**config.mk**
```make
export PLATFORM = sky130hd
export DESIGN_NAME = sar_seq_top
export DESIGN_NICKNAME = d
export VERILOG_FILES = /design/src/rtl/sar_seq_pkg.sv /design/src/rtl/sar_seq_sync.sv /design/src/rtl/sar_seq_ctrl.sv /design/src/rtl/sar_seq_sar.sv /design/src/rtl/sar_seq_out.sv /design/src/rtl/sar_seq_top.sv
export SDC_FILE = /design/constraint.sdc
export NUM_CORES = 1
export LEC_CHECK = 0
export BUFFER_PORTS_ARGS = -buffer_cell sky130_fd_sc_hd__buf_4
export CORE_MARGIN = 2
export CORE_UTILIZATION = 60
export CTS_CLUSTER_DIAMETER = 100
export DETAILED_ROUTE_END_ITERATION = 8
export GPL_ROUTABILITY_DRIVEN = 0
export GPL_TIMING_DRIVEN = 1
export PLACE_DENSITY = 0.82
export SLEW_MARGIN = 20
export SYNTH_ARGS = -nofsm -noshare
export SYNTH_HDL_FRONTEND = slang
export SYNTH_SLANG_ARGS = --single-unit
```
**constraint.sdc**
```tcl
create_clock -name clk -period 3.2 [get_ports clk]
set_clock_uncertainty 0.1 [all_clocks]
set_input_delay 0.8 -clock clk [delete_from_list [all_inputs] [get_ports clk]]
set_output_delay 0.8 -clock clk [all_outputs]
set_load 0.01 [all_outputs]
```
**src/rtl/sar_seq_pkg.sv**
```systemverilog
package sar_seq_pkg;

   // sequencer phase
   typedef enum logic [1:0] {
      PH_IDLE = 2'd0,
      PH_CTRL = 2'd1,
      PH_CONV = 2'd2,
      PH_OUT  = 2'd3
   } seq_phase_t;

   // start(1) + select(3) + mode(1): track opens once the mode bit is in
   localparam int FIELD_END = 5;
   // retained bits: select[1:0] and mode
   localparam int FIELD_W   = 3;

   typedef struct packed {
      logic [1:0] pos;
      logic [1:0] neg;
      logic       neg_com;
   } mux_sel_t;

   localparam mux_sel_t MUX_RESET = '{pos: 2'b00, neg: 2'b00, neg_com: 1'b1};

   function automatic mux_sel_t decode_mux(input logic [1:0] sel, input logic single);
      mux_sel_t m;
      m.pos     = sel;
      m.neg     = single ? 2'b00 : {sel[1], ~sel[0]};
      m.neg_com = single;
      return m;
   endfunction

endpackage

```
**src/rtl/sar_seq_sync.sv**
```systemverilog
module sar_seq_sync #(
   parameter int                 WIDTH   = 3,
   parameter int                 STAGES  = 2,
   parameter logic [WIDTH-1:0]   RST_VAL = '0
) (
   input  logic             clk,
   input  logic             rst_n,
   input  logic [WIDTH-1:0] d,
   output logic [WIDTH-1:0] q
);

   generate
      if (STAGES == 0) begin : g_bypass
         assign q = d;
      end else begin : g_chain
         logic [WIDTH-1:0] stg [STAGES];
         for (genvar s = 0; s < STAGES; s++) begin : g_stage
            always_ff @(posedge clk or negedge rst_n) begin
               if (!rst_n) stg[s] <= RST_VAL;
               else if (s == 0) stg[s] <= d;
               else stg[s] <= stg[(s == 0) ? 0 : s-1];
            end
         end
         assign q = stg[STAGES-1];
      end
   endgenerate

endmodule

```
**src/rtl/sar_seq_ctrl.sv**
```systemverilog
module sar_seq_ctrl
   import sar_seq_pkg::*;
(
   input  logic     clk,
   input  logic     rst_n,
   input  logic     shift_en,
   input  logic     bit_in,
   input  logic     latch,
   output mux_sel_t mux_o
);

   logic [FIELD_W-1:0] fld_q;

   // only the last FIELD_W bits before the latch point are kept
   always_ff @(posedge clk or negedge rst_n) begin
      if (!rst_n)        fld_q <= '0;
      else if (shift_en) fld_q <= {fld_q[FIELD_W-2:0], bit_in};
   end

   always_ff @(posedge clk or negedge rst_n) begin
      if (!rst_n)     mux_o <= MUX_RESET;
      else if (latch) mux_o <= decode_mux(fld_q[2:1], fld_q[0]);
   end

endmodule

```
**src/rtl/sar_seq_sar.sv**
```systemverilog
module sar_seq_sar #(
   parameter int RES_BITS = 10
) (
   input  logic                clk,
   input  logic                rst_n,
   input  logic                clr,
   input  logic                arm,
   input  logic                decide,
   input  logic                advance,
   input  logic                finalize,
   input  logic                cmp,
   output logic [RES_BITS-1:0] dac_code,
   output logic [RES_BITS-1:0] result
);

   localparam int IW = (RES_BITS > 1) ? $clog2(RES_BITS) : 1;
   localparam logic [RES_BITS-1:0] MID = {1'b1, {(RES_BITS-1){1'b0}}};

   logic [IW-1:0]       idx_q;
   logic [IW-1:0]       nidx;
   logic [RES_BITS-1:0] next_bit;

   assign nidx = idx_q - IW'(1);

   always_comb begin
      for (int i = 0; i < RES_BITS; i++) next_bit[i] = (nidx == IW'(i));
   end

   always_ff @(posedge clk or negedge rst_n) begin
      if (!rst_n) begin
         result   <= '0;
         dac_code <= '0;
         idx_q    <= '0;
      end else if (clr) begin
         result   <= '0;
         dac_code <= '0;
         idx_q    <= '0;
      end else begin
         if (arm) begin
            result   <= '0;
            idx_q    <= IW'(RES_BITS-1);
            dac_code <= MID;
         end
         if (decide)   result[idx_q] <= cmp;
         if (advance) begin
            idx_q    <= nidx;
            dac_code <= result | next_bit;
         end
         if (finalize) dac_code <= result;
      end
   end

endmodule

```
**src/rtl/sar_seq_out.sv**
```systemverilog
module sar_seq_out #(
   parameter int RES_BITS = 10
) (
   input  logic                clk,
   input  logic                rst_n,
   input  logic                clr,
   input  logic                load,
   input  logic                step,
   input  logic [RES_BITS-1:0] result,
   output logic                dout_q,
   output logic                strobe,
   output logic                empty
);

   localparam int OW = $clog2(RES_BITS+1);

   logic [RES_BITS-1:0] sh_q;
   logic [OW-1:0]       ocnt_q;

   assign empty = (ocnt_q == OW'(RES_BITS));

   always_ff @(posedge clk or negedge rst_n) begin
      if (!rst_n) begin
         sh_q   <= '0;
         ocnt_q <= OW'(RES_BITS);
         dout_q <= 1'b0;
         strobe <= 1'b0;
      end else if (clr) begin
         sh_q   <= '0;
         ocnt_q <= OW'(RES_BITS);
         dout_q <= 1'b0;
         strobe <= 1'b0;
      end else if (load) begin
         sh_q   <= result;
         ocnt_q <= '0;
         strobe <= 1'b1;
      end else if (step) begin
         strobe <= 1'b0;
         if (!empty) begin
            dout_q <= sh_q[RES_BITS-1];
            sh_q   <= {sh_q[RES_BITS-2:0], 1'b0};
            ocnt_q <= ocnt_q + OW'(1);
         end else begin
            dout_q <= 1'b0;
         end
      end
   end

endmodule

```
**src/rtl/sar_seq_top.sv**
```systemverilog
module sar_seq_top
   import sar_seq_pkg::*;
#(
   parameter int RES_BITS    = 10,
   parameter int CTRL_BITS   = 8,
   parameter int SYNC_STAGES = 2
) (
   input  logic                clk,
   input  logic                rst_n,
   input  logic                sclk,
   input  logic                cs_n,
   input  logic                din,
   input  logic                cmp_in,
   output logic                dout,
   output logic                dout_oe,
   output logic                sstrb,
   output logic                th_track,
   output logic                mux_neg_phase,
   output logic [1:0]          mux_pos,
   output logic [1:0]          mux_neg,
   output logic                mux_neg_com,
   output logic [RES_BITS-1:0] dac_code
);

   localparam int CMAX = (CTRL_BITS > RES_BITS) ? CTRL_BITS : RES_BITS;
   localparam int CW   = $clog2(CMAX + 1);

   generate
      if (RES_BITS < 2)              begin : g_bad_res  $error("RES_BITS must be at least 2");             end
      if (CTRL_BITS <= FIELD_END)    begin : g_bad_ctrl $error("CTRL_BITS must exceed the decoded field"); end
      if (SYNC_STAGES > 4)           begin : g_bad_sync $error("SYNC_STAGES above 4 is not supported");   end
   endgenerate

   // ---------------- input synchronisation and edge detection
   logic [2:0] raw_in, syn_in;
   logic       s_sclk, cs_hi, s_din, sclk_d;
   logic       sclk_rise, sclk_fall;

   assign raw_in = {sclk, cs_n, din};

   sar_seq_sync #(.WIDTH(3), .STAGES(SYNC_STAGES), .RST_VAL(3'b010)) u_sync (
      .clk   (clk),
      .rst_n (rst_n),
      .d     (raw_in),
      .q     (syn_in)
   );

   assign s_sclk = syn_in[2];
   assign cs_hi  = syn_in[1];
   assign s_din  = syn_in[0];

   always_ff @(posedge clk or negedge rst_n) begin
      if (!rst_n) sclk_d <= 1'b0;
      else        sclk_d <= s_sclk;
   end

   assign sclk_rise = s_sclk & ~sclk_d & ~cs_hi;
   assign sclk_fall = ~s_sclk & sclk_d & ~cs_hi;

   // ---------------- sequencer
   seq_phase_t phase_q;
   logic [CW-1:0] cnt_q;
   logic          shift_p, latch_p, arm_p, decide_p, advance_p, done_p, step_p;
   logic          out_empty;
   logic [RES_BITS-1:0] sar_result;
   mux_sel_t      mux_q;

   assign shift_p   = sclk_rise & (phase_q == PH_CTRL) & (cnt_q <  CW'(FIELD_END));
   assign latch_p   = sclk_fall & (phase_q == PH_CTRL) & (cnt_q == CW'(FIELD_END));
   assign arm_p     = sclk_fall & (phase_q == PH_CONV) & (cnt_q == '0);
   assign decide_p  = sclk_rise & (phase_q == PH_CONV) & (cnt_q != CW'(RES_BITS));
   assign advance_p = sclk_fall & (phase_q == PH_CONV) & (cnt_q != '0) & (cnt_q != CW'(RES_BITS));
   assign done_p    = sclk_fall & (phase_q == PH_CONV) & (cnt_q == CW'(RES_BITS));
   assign step_p    = sclk_fall & (phase_q == PH_OUT);

   always_ff @(posedge clk or negedge rst_n) begin
      if (!rst_n) begin
         phase_q <= PH_IDLE;
         cnt_q   <= '0;
      end else if (cs_hi) begin
         phase_q <= PH_IDLE;
         cnt_q   <= '0;
      end else if (sclk_rise) begin
         case (phase_q)
            PH_IDLE: if (s_din) begin
               phase_q <= PH_CTRL;
               cnt_q   <= CW'(1);
            end
            PH_CTRL: if (cnt_q == CW'(CTRL_BITS-1)) begin
               phase_q <= PH_CONV;
               cnt_q   <= '0;
            end else begin
               cnt_q   <= cnt_q + CW'(1);
            end
            PH_CONV: if (cnt_q != CW'(RES_BITS)) cnt_q <= cnt_q + CW'(1);
            default: ;
         endcase
      end else if (done_p) begin
         phase_q <= PH_OUT;
      end else if (step_p && out_empty) begin
         phase_q <= PH_IDLE;
      end
   end

   // track/hold and sampling-node control, all on falling SCLK
   always_ff @(posedge clk or negedge rst_n) begin
      if (!rst_n) begin
         th_track      <= 1'b0;
         mux_neg_phase <= 1'b0;
      end else if (cs_hi) begin
         th_track      <= 1'b0;
         mux_neg_phase <= 1'b0;
      end else if (sclk_fall) begin
         if (phase_q == PH_CTRL && cnt_q < CW'(FIELD_END)) th_track <= 1'b0;
         if (latch_p) th_track <= 1'b1;
         if (arm_p) begin
            th_track      <= 1'b0;
            mux_neg_phase <= 1'b1;
         end
         if (done_p) begin
            th_track      <= 1'b1;
            mux_neg_phase <= 1'b0;
         end
      end
   end

   sar_seq_ctrl u_ctrl (
      .clk      (clk),
      .rst_n    (rst_n),
      .shift_en (shift_p),
      .bit_in   (s_din),
      .latch    (latch_p),
      .mux_o    (mux_q)
   );

   sar_seq_sar #(.RES_BITS(RES_BITS)) u_sar (
      .clk      (clk),
      .rst_n    (rst_n),
      .clr      (cs_hi),
      .arm      (arm_p),
      .decide   (decide_p),
      .advance  (advance_p),
      .finalize (done_p),
      .cmp      (cmp_in),
      .dac_code (dac_code),
      .result   (sar_result)
   );

   sar_seq_out #(.RES_BITS(RES_BITS)) u_out (
      .clk    (clk),
      .rst_n  (rst_n),
      .clr    (cs_hi),
      .load   (done_p),
      .step   (step_p),
      .result (sar_result),
      .dout_q (dout),
      .strobe (sstrb),
      .empty  (out_empty)
   );

   assign dout_oe     = ~cs_hi;
   assign mux_pos     = mux_q.pos;
   assign mux_neg     = mux_q.neg;
   assign mux_neg_com = mux_q.neg_com;

endmodule

```
### Word level (Yosys, flattened, before mapping)

Cells that the tools add are included.

* register bits: 63
* input bits: 6
* word-level logic and storage cells: 145

* add/sub/neg operators: 3
* magnitude comparators: 3
* equal/unequal tests: 24
* multiplexer cells: 53
* bitwise logic cells: 21
* reduce and logical (&&, ||, !) cells: 23

Operator list (count)
* 2-to-1 mux 10 bit: 12
* 2-to-1 mux 4 bit: 12
* == test 4 x 3 -> 1 bit, second input constant: 6
* 2-to-1 mux 1 bit: 18
* AND 1 bit: 16
* == test 4 bit, second input constant: 4
* nonzero test 4 bit: 4
* 2-to-1 mux 2 bit: 7
* case mux 4 bit (3 select lines): 1
* bitwise mux 10 bit: 1
* OR 10 bit: 1
* nonzero test 3 bit: 3
* adder 4 x 1 -> 4 bit, second input constant: 2
* == test 4 x 2 -> 1 bit, second input constant: 2
* logical NOT 4 bit: 2
* inequality test 4 x 2 -> 1 bit, second input constant: 2
* AND reduction 2 bit: 4
* AND reduction 4 bit: 2
* inequality test 3 x 1 -> 1 bit, second input constant: 2
* nonzero test 2 bit: 3
* less-than comparator 4 x 5 -> 1 bit, second input constant: 1
* nonzero test 5 bit: 1
* demux 1 bit (select 4 bit): 1
* == test 2 bit, second input constant: 2
* other kinds (13): 18

### Depth between registers and ports, before layout

* word-level depth: 10
* depth in mapped cells: 8
* gate-level depth less buffers: 6

### Cells and area by module

A second synthesis with hierarchy kept.

* cells, all modules: 347
* area, all modules: 3538.4 sq um

By module, submodules not included
* sar_seq_sar: times used 1, cells an instance 149, area an instance 1376.3 sq um
* sar_seq_top: times used 1, cells an instance 82, area an instance 848.3 sq um
* sar_seq_out: times used 1, cells an instance 88, area an instance 838.3 sq um
* sar_seq_ctrl: times used 1, cells an instance 19, area an instance 300.3 sq um
* sar_seq_sync: times used 1, cells an instance 9, area an instance 175.2 sq um

### Worst setup path after synthesis

Ideal clock, no wire load.

* path kind: reg-to-reg
* start: reg phase_q[0]
* end: reg phase_q[0]
* setup time: 0.125 ns
* data arrival time: 1.682 ns
* data required time: 2.975 ns
* path slack: 1.293 ns
* cell stages (with the launch flop): 8
* buffers on the path: 1
* path through: dfrtp_1 -> inv_1 -> ha_1 -> buf_2 -> nand4bb_1 -> o21ai_2 -> o32ai_2 -> mux2_4

* word-level cells in the longest chain between the ends: 6
* elaborated cells between the ends (all ways): 17
* classes of those cells: 6 x eq/ne; 4 x mux; 3 x bitwise; 4 x reduce/logical

RTL lines
* from (decl): RTL line sar_seq_top.sv:61 `seq_phase_t phase_q;`
* from (signal assigned): RTL line sar_seq_top.sv:78 `phase_q <= PH_IDLE;`
* from (signal assigned): RTL line sar_seq_top.sv:81 `phase_q <= PH_IDLE;`
* from (signal assigned): RTL line sar_seq_top.sv:86 `phase_q <= PH_CTRL;`
* == test 2 bit: RTL line sar_seq_top.sv:73 `assign done_p = sclk_fall & (phase_q == PH_CONV) & (cnt_q == CW'(RES_BITS));`
* AND 1 bit (2 in a row): RTL line sar_seq_top.sv:73
* 2-to-1 mux 2 bit: RTL line sar_seq_top.sv:98 `end else if (done_p) begin`
* 2-to-1 mux 2 bit: RTL line sar_seq_top.sv:83 `end else if (sclk_rise) begin`
* 2-to-1 mux 2 bit: RTL line sar_seq_top.sv:80 `end else if (cs_hi) begin`

Several ways; a longest one is shown, not always the timed one.
A chain may end at the register's enable or synchronous reset.

### Final worst setup path

* start: reg u_sync.g_chain.stg (netlist bit u_sync.q[1])
* end: out dout_oe

* word-level cells in the longest chain between the ends: 1

RTL lines
* from (decl): RTL line sar_seq_sync.sv:16 `logic [WIDTH-1:0] stg [STAGES];`
* from (signal, indexed assignment): RTL line sar_seq_sync.sv:21 `else stg[s] <= stg[(s == 0) ? 0 : s-1];`
* NOT 1 bit: RTL line sar_seq_top.sv:161 `assign dout_oe = ~cs_hi;`
* to (decl): RTL line sar_seq_top.sv:15 `output logic dout_oe,`

Every way passes these cells.

==> flow_metrics.env <==
export IMPL_fp_coreArea_sq_mm=0.00517
export IMPL_post_drt_wl_per_cell_microns=17.0
export IMPL_p_leak_nw=1.74
export IMPL_synth_edf_count=0
export IMPL_final_critical_path_share_of_the_clock_period_pct=79.6
export IMPL_post_cts_resize_count=0
export IMPL_tritoncts="built"
export IMPL_grt_antenna_before_repair=0
export IMPL_asyncSetResetFlopFracSynth_pct=100
export IMPL_highest_layer="met4"
export IMPL_yosysWarnings=0
export IMPL_grt_setup_unrepaired="no"
export IMPL_vias_per_cell=6.04
export IMPL_outcome="completed"
export IMPL_detail_route_iter0_violations=191
export IMPL_clock_insertion_delay_worst_skew_ns=0.34
export IMPL_ys_dominant_reg_cell="sky130_fd_sc_hd__dfrtp_1"
export IMPL_grt_max_degree=64
export IMPL_ctsHtreeMaxLevel=3
export IMPL_clock_sinks=63
export IMPL_drcViolationCount=0
export IMPL_syn2layout_area_growth_pct=12.0
export IMPL_startpoint_type="register"
export IMPL_grt_first_pass_wirelength_microns=11400
export IMPL_worst_setup_path_end_kind="primary output"
export IMPL_floorplan_die_area_sq_mm=0.00604
export IMPL_post_cts_hold_buffers=0
export IMPL_seq_area_frac_synth_pct=48.6
export IMPL_power_density_mw_per_mm2=433
export IMPL_yosys_area_top_type="sky130_fd_sc_hd__dfrtp_1"
export IMPL_post_synth_main_area_contributors="sky130_fd_sc_hd__dfrtp_1 45%, sky130_fd_sc_hd__ha_1 5.8%, sky130_fd_sc_hd__mux2i_1 5.2%"
export IMPL_ant_nets=0
export IMPL_fin_setup_tns_ns=0
export IMPL_row_count=26
export IMPL_postSynthRegisterBits=63
export IMPL_synth_largest_type_area_fraction_pct=44.5
export IMPL_cts_buffers_inserted=9
export IMPL_max_cap_viol_count=0
export IMPL_min_path_type="register to register"
export IMPL_io_pins=26
export IMPL_wl_met1_microns=3140
export IMPL_n_antenna_cell=0
export IMPL_met3RoutedLength_microns=449
export IMPL_min_period_ns=2.55
export IMPL_detailedRoute_firstPassIterationCount=4
export IMPL_type_of_the_worst_setup_path="register to primary output"
export IMPL_final_max_slew_viol_count=0
export IMPL_globalRouteOverflowTotal=0
export IMPL_fillerInstances=389
export IMPL_syn_cell_area_sq_mm=0.00326
export IMPL_tightest_slew_ns=0.911
export IMPL_worst_case_headroom_to_the_max_slew_limit_pct=39.0
export IMPL_synthesis_nets=319
export IMPL_path_max_fanout=17
export IMPL_die_w_microns=77.7
export IMPL_hold_ws_ns=0.254
export IMPL_cts_path_max_buffers=2
export IMPL_critPathArrivalTime_ns=1.65
export IMPL_detail_route_wirelength_microns=6720
export IMPL_port_buffers=25
export IMPL_die_y_microns=77.7
export IMPL_finalSetupViolations=0
export IMPL_clk_transition_reported_paths_ns=0.06
export IMPL_grt_pass1_vias=2301
export IMPL_final_layout_size_suffix_gt1_share_pct=18.5
export IMPL_overall_via_count_from_detail_route=2386
export IMPL_max_clock_freq_mhz=392
export IMPL_cts_setup_buffers=0
export IMPL_synthesis_instances=298
export IMPL_peakVddDrop_mv=0.284
export IMPL_dp_hpwl_microns=4560
export IMPL_start_util_pct=63.0
export IMPL_synth_cell_type_count=61
export IMPL_nets=341
export IMPL_globalRouteTotalUtil_pct=24.7
export IMPL_required_ns=2.30
export IMPL_avg_inst_size_synth_sq_um=10.9
export IMPL_clock_root_buffer="sky130_fd_sc_hd__clkbuf_8"
export IMPL_wl_met2_microns=3020
export IMPL_final_hold_violation_count=0
[power breakdown]
part	internal, W	switching (W)
logic	0.0000301	0.0000531
registers	0.000811	0.0000167
clock network	0.000377	0.000292
[per-layer routing]
layer	GRT usage, %	vias to the layer above
met1	35.5	1173
met2	35.1	84
met3	6.86	12
met4	10.5	0
li1	-	1117
met5	0	-
[cells in the mapped netlist (2+ instances only)]
master / instances
sky130_fd_sc_hd__xor2_1: 4
sky130_fd_sc_hd__dfstp_2: 5
sky130_fd_sc_hd__inv_1: 8
sky130_fd_sc_hd__o21ai_0: 6
sky130_fd_sc_hd__nor3b_1: 3
sky130_fd_sc_hd__o211ai_1: 4
sky130_fd_sc_hd__dfrtp_1: 58
sky130_fd_sc_hd__nor3b_2: 4
sky130_fd_sc_hd__o21ai_1: 15
sky130_fd_sc_hd__a31oi_1: 3
sky130_fd_sc_hd__nor3_1: 3
sky130_fd_sc_hd__clkbuf_1: 2
sky130_fd_sc_hd__a21oi_2: 2
sky130_fd_sc_hd__nor2_1: 12
sky130_fd_sc_hd__nand3b_1: 2
sky130_fd_sc_hd__and3b_1: 2
sky130_fd_sc_hd__nand4b_1: 2
sky130_fd_sc_hd__o31ai_1: 5
sky130_fd_sc_hd__a31o_1: 3
sky130_fd_sc_hd__mux2_1: 8
sky130_fd_sc_hd__a22o_1: 7
sky130_fd_sc_hd__mux2i_1: 17
sky130_fd_sc_hd__xnor2_1: 2
sky130_fd_sc_hd__a21o_1: 5
sky130_fd_sc_hd__nand2b_1: 2
sky130_fd_sc_hd__nand2_1: 33
sky130_fd_sc_hd__a22oi_1: 2
sky130_fd_sc_hd__nand3_1: 10
sky130_fd_sc_hd__ha_1: 15
sky130_fd_sc_hd__buf_2: 9
sky130_fd_sc_hd__nand4_1: 2
sky130_fd_sc_hd__buf_4: 3
sky130_fd_sc_hd__a21oi_1: 7
sky130_fd_sc_hd__nor2b_1: 6
[metrics by stage]
step	total power [W]	cells	instance area (sq um)	worst slack (ns)	util (%)
after detailed placement	0.000925	379	3460	0.908	66.9
after CTS	0.00159	395	3650	0.675	70.6
after global routing	0.00165	395	3650	0.593	70.6
after floorplan	0.000888	298	3260	1.29	-
after global placement	0.000921	379	3460	0.963	66.9
final	0.00158	395	3650	0.652	70.6
[area by class of cell]
class / instances / area, sq um / share of cell area, %
Clock buffer: 12 / 145 / 3.98
Clock inverter: 4 / 45.0 / 1.23
Multi-Input combinational cell: 213 / 1570 / 43.1
Sequential cell: 63 / 1580 / 43.4
Inverter: 8 / 30.0 / 0.823
Timing Repair Buffer: 25 / 188 / 5.14
Tap cell: 70 / 87.6 / 2.40
[cell families (layout without fill, tap and decap cells)]
logic type | after synthesis | count (layout) | synth area share, %
buffers and inverters | 22 | 49 | 3.22
xor gates and xnor gates | 6 | 6 | 1.61
adders and majority gates | 15 | 15 | 5.76
and+or+nand+nor | 96 | 96 | 17.4
muxes | 26 | 26 | 8.45
AOI/OAI and AO/OA | 70 | 70 | 15.0
DFF | 63 | 63 | 48.6
[path summary, 6_finish.rpt]
kind / from / to / slack [ns] / cells after the start
setup / recovery: u_sync.q[1]$_DFF_PN1_ / dout_oe / 0.65 / 2
hold / removal: u_sync.g_chain.stg[3]$_DFF_PN0_ / u_sync.q[0]$_DFF_PN0_ / 0.25 / 0
setup reg to reg: phase_q[0]$_DFFE_PN0P_ / u_sar.dac_code[2]$_DFFE_PN0P_ / 0.84 / 6
hold reg to reg: u_sync.g_chain.stg[3]$_DFF_PN0_ / u_sync.q[0]$_DFF_PN0_ / 0.25 / 0
max in group asynchronous: rst_n / cnt_q[3]$_DFFE_PN0P_ / 2.06 / 1
min in group asynchronous: rst_n / u_ctrl.mux_o[2]$_DFFE_PN0P_ / 0.42 / 1
[layout by cell type (no fill, tap or decap), types with 6 or more instances in the layout]
cell type                  synthesis  layout
sky130_fd_sc_hd__dfrtp_1          58      58
sky130_fd_sc_hd__inv_1             8       8
sky130_fd_sc_hd__o21ai_1          15      15
sky130_fd_sc_hd__nand2_1          33      33
sky130_fd_sc_hd__clkbuf_8          0      10
sky130_fd_sc_hd__a22o_1            7       7
sky130_fd_sc_hd__nor2b_1           6       6
sky130_fd_sc_hd__buf_4             3      25
sky130_fd_sc_hd__ha_1             15      15
sky130_fd_sc_hd__nand3_1          10      10
sky130_fd_sc_hd__o21ai_0           6       6
sky130_fd_sc_hd__nor2_1           12      12
sky130_fd_sc_hd__mux2i_1          17      17
sky130_fd_sc_hd__mux2_1            8       8
sky130_fd_sc_hd__a21oi_1           7       7
[sequential cells by signal (all words and copies together) (netlist names), 4 cells and up]
| name | count |
|---|---|
| u_out.sh_q | 10 |
| u_sar.dac_code | 10 |
| u_sar.result | 10 |
| u_ctrl.mux_o | 5 |
| cnt_q | 4 |
| u_out.ocnt_q | 4 |
| u_sar.idx_q | 4 |
[worst max-delay path, cell delays in order, from the launching register on]
cell and delay, ns:
sky130_fd_sc_hd__dfstp_2 0.78, sky130_fd_sc_hd__inv_1 0.30, sky130_fd_sc_hd__buf_4 0.23
Power figures use the tool's default switching activity.
